### config.mk
export PLATFORM = sky130hd
export DESIGN_NAME = interval_load_estimator
export DESIGN_NICKNAME = d
export VERILOG_FILES = /design/src/rtl/est_pkg.sv /design/src/rtl/est_interval_timer.sv /design/src/rtl/est_activity_sweep.sv /design/src/rtl/est_ema.sv /design/src/rtl/interval_load_estimator.sv
export SDC_FILE = /design/constraint.sdc
export NUM_CORES = 2
export LEC_CHECK = 0
export BUFFER_PORTS_ARGS = -buffer_cell sky130_fd_sc_hd__buf_2
export CORE_MARGIN = 1.5
export CORE_UTILIZATION = 55
export CTS_CLUSTER_SIZE = 25
export DETAILED_ROUTE_END_ITERATION = 10
export PLACE_DENSITY = 0.81
export SLEW_MARGIN = 20
export SYNTH_ARGS = -nofsm -noshare
export SYNTH_HDL_FRONTEND = slang
export SYNTH_SLANG_ARGS = --single-unit
### constraint.sdc
create_clock -name clk -period 63.5 [get_ports clk]
set_input_delay 12.7 -clock clk [delete_from_list [all_inputs] [get_ports clk]]
set_output_delay 12.7 -clock clk [all_outputs]
set_load 0.01 [all_outputs]
### src/rtl/est_pkg.sv
package est_pkg;
  typedef logic [15:0] q88_t;
  localparam q88_t Q_ONE = 16'd256;

  function automatic q88_t sat_q88(input logic [23:0] v);
    return (v[23:16] != 8'd0) ? 16'hFFFF : v[15:0];
  endfunction
endpackage

### src/rtl/est_interval_timer.sv
module est_interval_timer #(
  parameter int TIMER_W = 16
) (
  input  logic               clk,
  input  logic               rst_n,
  input  logic [TIMER_W-1:0] len,
  output logic               tick
);
  logic [TIMER_W-1:0] cnt;

  assign tick = (cnt >= len - TIMER_W'(1));

  always_ff @(posedge clk) begin
    if (!rst_n)    cnt <= '0;
    else if (tick) cnt <= '0;
    else           cnt <= cnt + TIMER_W'(1);
  end
endmodule

### src/rtl/est_activity_sweep.sv
module est_activity_sweep
  import est_pkg::*;
#(
  parameter int NUM_VC   = 16,
  parameter int DECAY_Q8 = 240
) (
  input  logic              clk,
  input  logic              rst_n,
  input  logic              start,
  input  logic [NUM_VC-1:0] seen,
  output logic              busy,
  output logic              fin,
  output q88_t              sum
);
  localparam int IW = $clog2(NUM_VC);

  q88_t           level [NUM_VC];
  logic [IW-1:0]  idx;
  q88_t           acc;
  logic [23:0]    prod;
  q88_t           nxt;

  assign prod = 24'(level[idx]) * 24'(DECAY_Q8);
  assign nxt  = seen[idx] ? Q_ONE : prod[23:8];
  assign sum  = acc;

  always_ff @(posedge clk) begin
    if (!rst_n) begin
      busy <= 1'b0;
      fin  <= 1'b0;
      idx  <= '0;
      acc  <= '0;
      for (int i = 0; i < NUM_VC; i++) level[i] <= '0;
    end else begin
      fin <= 1'b0;
      if (start) begin
        busy <= 1'b1;
        idx  <= '0;
        acc  <= '0;
      end else if (busy) begin
        level[idx] <= nxt;
        acc        <= acc + nxt;
        if (idx == IW'(NUM_VC - 1)) begin
          busy <= 1'b0;
          fin  <= 1'b1;
        end else begin
          idx <= idx + IW'(1);
        end
      end
    end
  end
endmodule

### src/rtl/est_ema.sv
module est_ema
  import est_pkg::*;
#(
  parameter int ALPHA_Q8 = 205
) (
  input  logic clk,
  input  logic rst_n,
  input  logic load,
  input  q88_t sample,
  output q88_t avg
);
  generate
    if (ALPHA_Q8 >= 256) begin : g_raw
      always_ff @(posedge clk) begin
        if (!rst_n)    avg <= '0;
        else if (load) avg <= sample;
      end
    end else begin : g_smooth
      logic [24:0] mix;
      assign mix = 25'(avg) * 25'(256 - ALPHA_Q8) + 25'(sample) * 25'(ALPHA_Q8);
      always_ff @(posedge clk) begin
        if (!rst_n)    avg <= '0;
        else if (load) avg <= mix[23:8];
      end
    end
  endgenerate
endmodule

### src/rtl/interval_load_estimator.sv
module interval_load_estimator
  import est_pkg::*;
#(
  parameter int NUM_VC   = 16,
  parameter int CNT_W    = 8,
  parameter int TIMER_W  = 16,
  parameter int ALPHA_Q8 = 205,
  parameter int DECAY_Q8 = 240,
  localparam int VC_W    = $clog2(NUM_VC)
) (
  input  logic               clk,
  input  logic               rst_n,
  input  logic [TIMER_W-1:0] cfg_interval_len,
  input  logic [15:0]        cfg_link_cap,
  input  logic [15:0]        target_cap,
  input  logic               cell_valid,
  output logic               cell_ready,
  input  logic [VC_W-1:0]    cell_vc,
  input  logic               hp_cell,
  input  logic               er_valid,
  input  logic [15:0]        er_rate,
  output logic [15:0]        load_factor,
  output logic [15:0]        fair_share,
  output logic [15:0]        active_count,
  output logic [15:0]        abr_capacity,
  output logic [15:0]        max_alloc_prev,
  output logic [15:0]        max_alloc_curr,
  output logic               est_done
);
  typedef enum logic {ST_IDLE, ST_RUN} state_t;
  localparam logic [CNT_W-1:0] CNT_MAX = '1;

  state_t            st;
  logic              tick, acc_cell, sw_busy, sw_fin;
  logic [CNT_W-1:0]  abr_cnt, hp_cnt, abr_snap, hp_snap;
  logic [CNT_W:0]    abr_inc, hp_inc;
  logic [NUM_VC-1:0] seen_bits, vc_bit;
  q88_t              in_sample, hp_rate, cap_sample, in_avg, cap_avg, act_sum;
  q88_t              lf_next, fs_next, roll_max;
  logic [23:0]       lf_quo, fs_quo;
  logic [15:0]       lf_den, fs_den;

  est_interval_timer #(.TIMER_W(TIMER_W)) u_timer (
    .clk(clk), .rst_n(rst_n), .len(cfg_interval_len), .tick(tick)
  );

  assign cell_ready = (st == ST_IDLE);
  assign acc_cell   = cell_valid & cell_ready;
  assign vc_bit     = acc_cell ? (NUM_VC'(1) << cell_vc) : '0;

  // Snapshot includes any event arriving in the boundary cycle itself.
  assign abr_inc  = {1'b0, abr_cnt} + {{CNT_W{1'b0}}, acc_cell};
  assign hp_inc   = {1'b0, hp_cnt}  + {{CNT_W{1'b0}}, hp_cell};
  assign abr_snap = abr_inc[CNT_W] ? CNT_MAX : abr_inc[CNT_W-1:0];
  assign hp_snap  = hp_inc[CNT_W]  ? CNT_MAX : hp_inc[CNT_W-1:0];

  assign in_sample  = q88_t'(abr_snap) << 8;
  assign hp_rate    = q88_t'(hp_snap) << 8;
  assign cap_sample = (cfg_link_cap > hp_rate) ? (cfg_link_cap - hp_rate) : '0;

  est_ema #(.ALPHA_Q8(ALPHA_Q8)) u_in_avg (
    .clk(clk), .rst_n(rst_n), .load(tick), .sample(in_sample), .avg(in_avg)
  );
  est_ema #(.ALPHA_Q8(ALPHA_Q8)) u_cap_avg (
    .clk(clk), .rst_n(rst_n), .load(tick), .sample(cap_sample), .avg(cap_avg)
  );

  est_activity_sweep #(.NUM_VC(NUM_VC), .DECAY_Q8(DECAY_Q8)) u_sweep (
    .clk(clk), .rst_n(rst_n), .start(tick & (st == ST_IDLE)), .seen(seen_bits),
    .busy(sw_busy), .fin(sw_fin), .sum(act_sum)
  );

  // Boundary arithmetic, evaluated in the sweep's final cycle.
  assign lf_den  = (target_cap == 16'd0) ? 16'd1 : target_cap;
  assign fs_den  = (act_sum == 16'd0) ? 16'd1 : act_sum;
  assign lf_quo  = {in_avg, 8'h00} / {8'h00, lf_den};
  assign fs_quo  = {target_cap, 8'h00} / {8'h00, fs_den};
  assign lf_next = (target_cap == 16'd0) ? 16'hFFFF : sat_q88(lf_quo);
  assign fs_next = (act_sum == 16'd0) ? target_cap : sat_q88(fs_quo);
  assign roll_max = (er_valid && er_rate > max_alloc_curr) ? er_rate : max_alloc_curr;

  always_ff @(posedge clk) begin
    if (!rst_n) begin
      st        <= ST_IDLE;
      abr_cnt   <= '0;
      hp_cnt    <= '0;
      seen_bits <= '0;
    end else begin
      if (st == ST_IDLE && tick) st <= ST_RUN;
      else if (sw_fin)           st <= ST_IDLE;

      if (tick) begin
        abr_cnt <= '0;
        hp_cnt  <= '0;
      end else begin
        if (acc_cell && abr_cnt != CNT_MAX) abr_cnt <= abr_cnt + CNT_W'(1);
        if (hp_cell && hp_cnt != CNT_MAX)   hp_cnt  <= hp_cnt + CNT_W'(1);
      end

      if (sw_fin) seen_bits <= '0;
      else        seen_bits <= seen_bits | vc_bit;
    end
  end

  always_ff @(posedge clk) begin
    if (!rst_n) begin
      load_factor    <= '0;
      fair_share     <= '0;
      active_count   <= '0;
      abr_capacity   <= '0;
      max_alloc_prev <= '0;
      max_alloc_curr <= '0;
      est_done       <= 1'b0;
    end else begin
      est_done <= sw_fin;
      if (sw_fin) begin
        load_factor    <= lf_next;
        fair_share     <= fs_next;
        active_count   <= act_sum;
        abr_capacity   <= cap_avg;
        max_alloc_prev <= roll_max;
        max_alloc_curr <= fs_next;
      end else if (er_valid && er_rate > max_alloc_curr) begin
        max_alloc_curr <= er_rate;
      end
    end
  end
endmodule

==> results_dict.tcl <==
set metrics [dict create \
    max-cap-violations 0 \
    route.vias.total 56948 \
    worst_slew_pin_slew_ns 1.197 \
    kind_of_start_point_of_the_critical_path "primary input" \
    clk_root_buffer_cell "sky130_fd_sc_hd__clkbuf_16" \
    critical-path-slowest-cell "sky130_fd_sc_hd__or4b_2" \
    route.detailed.drc 0 \
    timing.final.max_slew_violations 0 \
    synthArstFlopShare_pct 0 \
    worst-r2r-setup-slack_ns 13.01 \
    maximum_number_of_pins_on_one_net_before_global_route_repair 65 \
    wire_length_of_the_first_global_routing_pass_mm 300.3 \
    critical_path_capture_point_type "flop" \
    worst_path_bufs_invs 16 \
    worstSkewPairLatency_ns 0.68 \
    endpoint_required_time_on_the_critical_path_ns 64.06 \
    worstSetupPathType "in -> reg" \
    ys_ff_latch 460 \
    min_delay_path_depth 2 \
    cp_data_arrival_time_ns 61.47 \
    final-setup-viol-count 0 \
    hold-path-endpoint "fair_share[10]" \
    grt_usage_pct 34.78 \
    floorplan.rows 119 \
    fin_skew_ns 0.06090 \
    cts_sinks 460 \
    first_pass_iters 6 \
    rr_endpoint "fair_share[0]" \
    detail_route.vias_per_cell 6.312 \
    grt_antenna_before_repair 9 \
    synth-main-ff-cell "sky130_fd_sc_hd__edfxtp_1" \
    worst_hold_startpoint "fair_share[10]" \
    run_status "complete, no violations" \
    die-width_um 330.4 \
    first_global_vias 55166 \
    synth_cell_types 126 \
    slowest_delay_ns 0.60 \
    synthesis.area_per_instance_um2 8.468 \
    max-slew-margin-rel_pct 17.94 \
    finish.net_count 8645 \
    wl_mm 196.1 \
    h-tree-depth 2 \
    synth.area.top_cells "sky130_fd_sc_hd__ha_1, sky130_fd_sc_hd__edfxtp_1, sky130_fd_sc_hd__dfxtp_1" \
    timing.final.crit_share_pct 95.92 \
    path_delay_family "compound AO/OA/AOI/OAI gates" \
    postSynthNetCount 8023 \
    nFillCells 8644 \
    worst_setup_hold_path_clk_slew_ns 0.07 \
    post_synth_most_frequent_cells "sky130_fd_sc_hd__nor2_1, sky130_fd_sc_hd__ha_1, sky130_fd_sc_hd__inv_1" \
    synth_area_leader_cell "sky130_fd_sc_hd__ha_1" \
    drtAntennaViolNets 0 \
    design.die.area_mm2 0.1092 \
    worst-path-max-fanout 25 \
    critical-path-top-cell-by-count "sky130_fd_sc_hd__ha_1" \
    count_of_endpoints_failing_hold_in_the_final_timing_report 0 \
    yosys_warnings 0 \
    cts.path.max_buffers 3 \
    cts_tree "done" \
    flow.area_growth_from_synthesis_pct 15.33 \
    cts_buffers 54 \
    synthCells 6962 \
    synth_edf_count 256 \
    grt_remaining_overflow 0 \
    class_of_the_tightest_hold_or_removal_check "reg -> reg" \
    layout-drive-gt1-share_pct 17.78 \
    share_of_the_core_filled_with_cells_pct 64.31 \
    synth_seq_area_share_pct 19.97 \
    syn_area_mm2 0.05895 \
    timing.fmax_ghz 0.01642 \
    synth.most_common_cell "sky130_fd_sc_hd__nor2_1" \
    placeable_core_area_mm2 0.1057 \
    routed_wire_length_per_instance_um 21.74 \
    ctsHoldBuffers 0 \
    globalplace.congestion 1.008 \
    port_buffers 170 \
    yosysTopAreaCellShare_pct 17.28 \
    final.min_clock_period_ns 60.91 \
    drtIter0Drc 5064 \
    place.detailed.hpwl_mm 150.3 \
    reg2regPathDepth 239 \
    io_pins 171 \
    die_height_um 330.4 \
    worstSetupPathDepth 232 \
    initial_cell_density_of_the_core_pct 55.77 \
    crit-reg2reg-launch "u_sweep.sum[15]" \
]
state kept, by name (all words and copies together), names as in the netlist, 4 cells and up, named ones only:
| register | flops |
|---|---|
| active_count | 16 |
| u_timer.cnt | 16 |
| abr_capacity | 16 |
| hp_cnt | 8 |
| u_cap_avg.avg | 16 |
| fair_share | 16 |
| load_factor | 16 |
| seen_bits | 16 |
| u_sweep.idx | 4 |
| max_alloc_prev | 16 |
| u_in_avg.avg | 16 |
| max_alloc_curr | 16 |
| abr_cnt | 8 |
| u_sweep.level | 256 |
| u_sweep.sum | 16 |
worst min-delay path, stage by stage (launching register included):
cell and delay (ns):
sky130_fd_sc_hd__dfxtp_1 0.31, sky130_fd_sc_hd__nand2_1 0.05, sky130_fd_sc_hd__nand2_1 0.04
layer usage:
| layer | GRT usage, % | vias up | share of wire, % |
|---|---|---|---|
| met1 | 45.67 | 27134 | 41 |
| met3 | 7.779 | 569 | 11 |
| met2 | 55.80 | 2776 | 44 |
| met4 | 13.18 | 10 | 4.3 |
| met5 | 0 | - | 0.035 |
| li1 | - | 26459 | - |
cell usage in the layout (no fill, tap or decap), drive strengths merged, types with 68 or more instances in the layout:
cell,n
a21oi,471
mux4,84
nand2b,79
o31ai,77
xnor2,283
xor2,139
mux2i,104
edfxtp,256
o21ai,330
a21o,183
nand4,81
buf,781
o21a,140
nand3,124
inv,572
fa,174
nor2,861
nor2b,68
dfxtp,204
ha,814
mux2,163
nor3,157
nand2,507
clkbuf,73
worst max-delay path by stage:
stage                   start        endpoint  slack, ns
4_1_cts         target_cap[9]  load_factor[0]       0.12
3_3_place_gp    target_cap[9]  load_factor[0]      -0.20
2_1_floorplan  target_cap[12]  load_factor[0]      0.009
6_report        target_cap[8]  load_factor[0]       2.59
5_1_grt        target_cap[14]  load_factor[0]      -0.35
3_5_place_dp    target_cap[9]  load_factor[0]      -1.82
area by class of cell:
class | instances | area (um^2) | share of cell area [%]
antenna | 4 | 10.01 | 0.01472
multi-input combinational | 5718 | 44950 | 66.12
tap | 1391 | 1740 | 2.560
clock buffer | 73 | 1545 | 2.273
sequential | 460 | 11780 | 17.33
clock inverter | 26 | 322.8 | 0.4748
inverter | 569 | 2142 | 3.151
timing repair buffer | 781 | 5497 | 8.085
stage by stage:
step           hold WS [ns]  setup slack, ns  instances  setup TNS, ns  area [um^2]
6_report             0.4433            2.591       9022              0        67990
5_1_grt              0.4614          -0.3499       9019        -0.6126        67980
4_1_cts              0.4434           0.1218       8980              0        67010
3_5_place_dp         0.4296           -1.824       8880         -1.824        65110
3_3_place_gp         0.4286          -0.2022       8880        -0.2022        65110
2_1_floorplan        0.4315         0.009109       6962              0        58990
cell families (layout without fill, tap and decap cells):
kind of cell,after synthesis,in the layout,share of synthesized area [%]
simple gates,2210,2211,17.58
compound gates,1746,1746,19.78
fa+ha+maj,988,988,23.18
buf+inv,785,1449,5.079
flops,460,460,19.97
xor+xnor,422,422,6.270
mux,351,351,8.135
other cells,0,4,0
repair_timing:
action | in CTS | in global routing
setup buffers | 1 | 36
endpoints found under the setup margin | 1 | 6
endpoints found under the hold margin | 0 | 0
gates cloned | 0 | 2
pin swaps | 0 | 24
resized for setup | 8 | 159
Power is left out: the tool's default activity adds up to more than one toggle a clock period on the data nets, which glitch-free logic cannot reach.
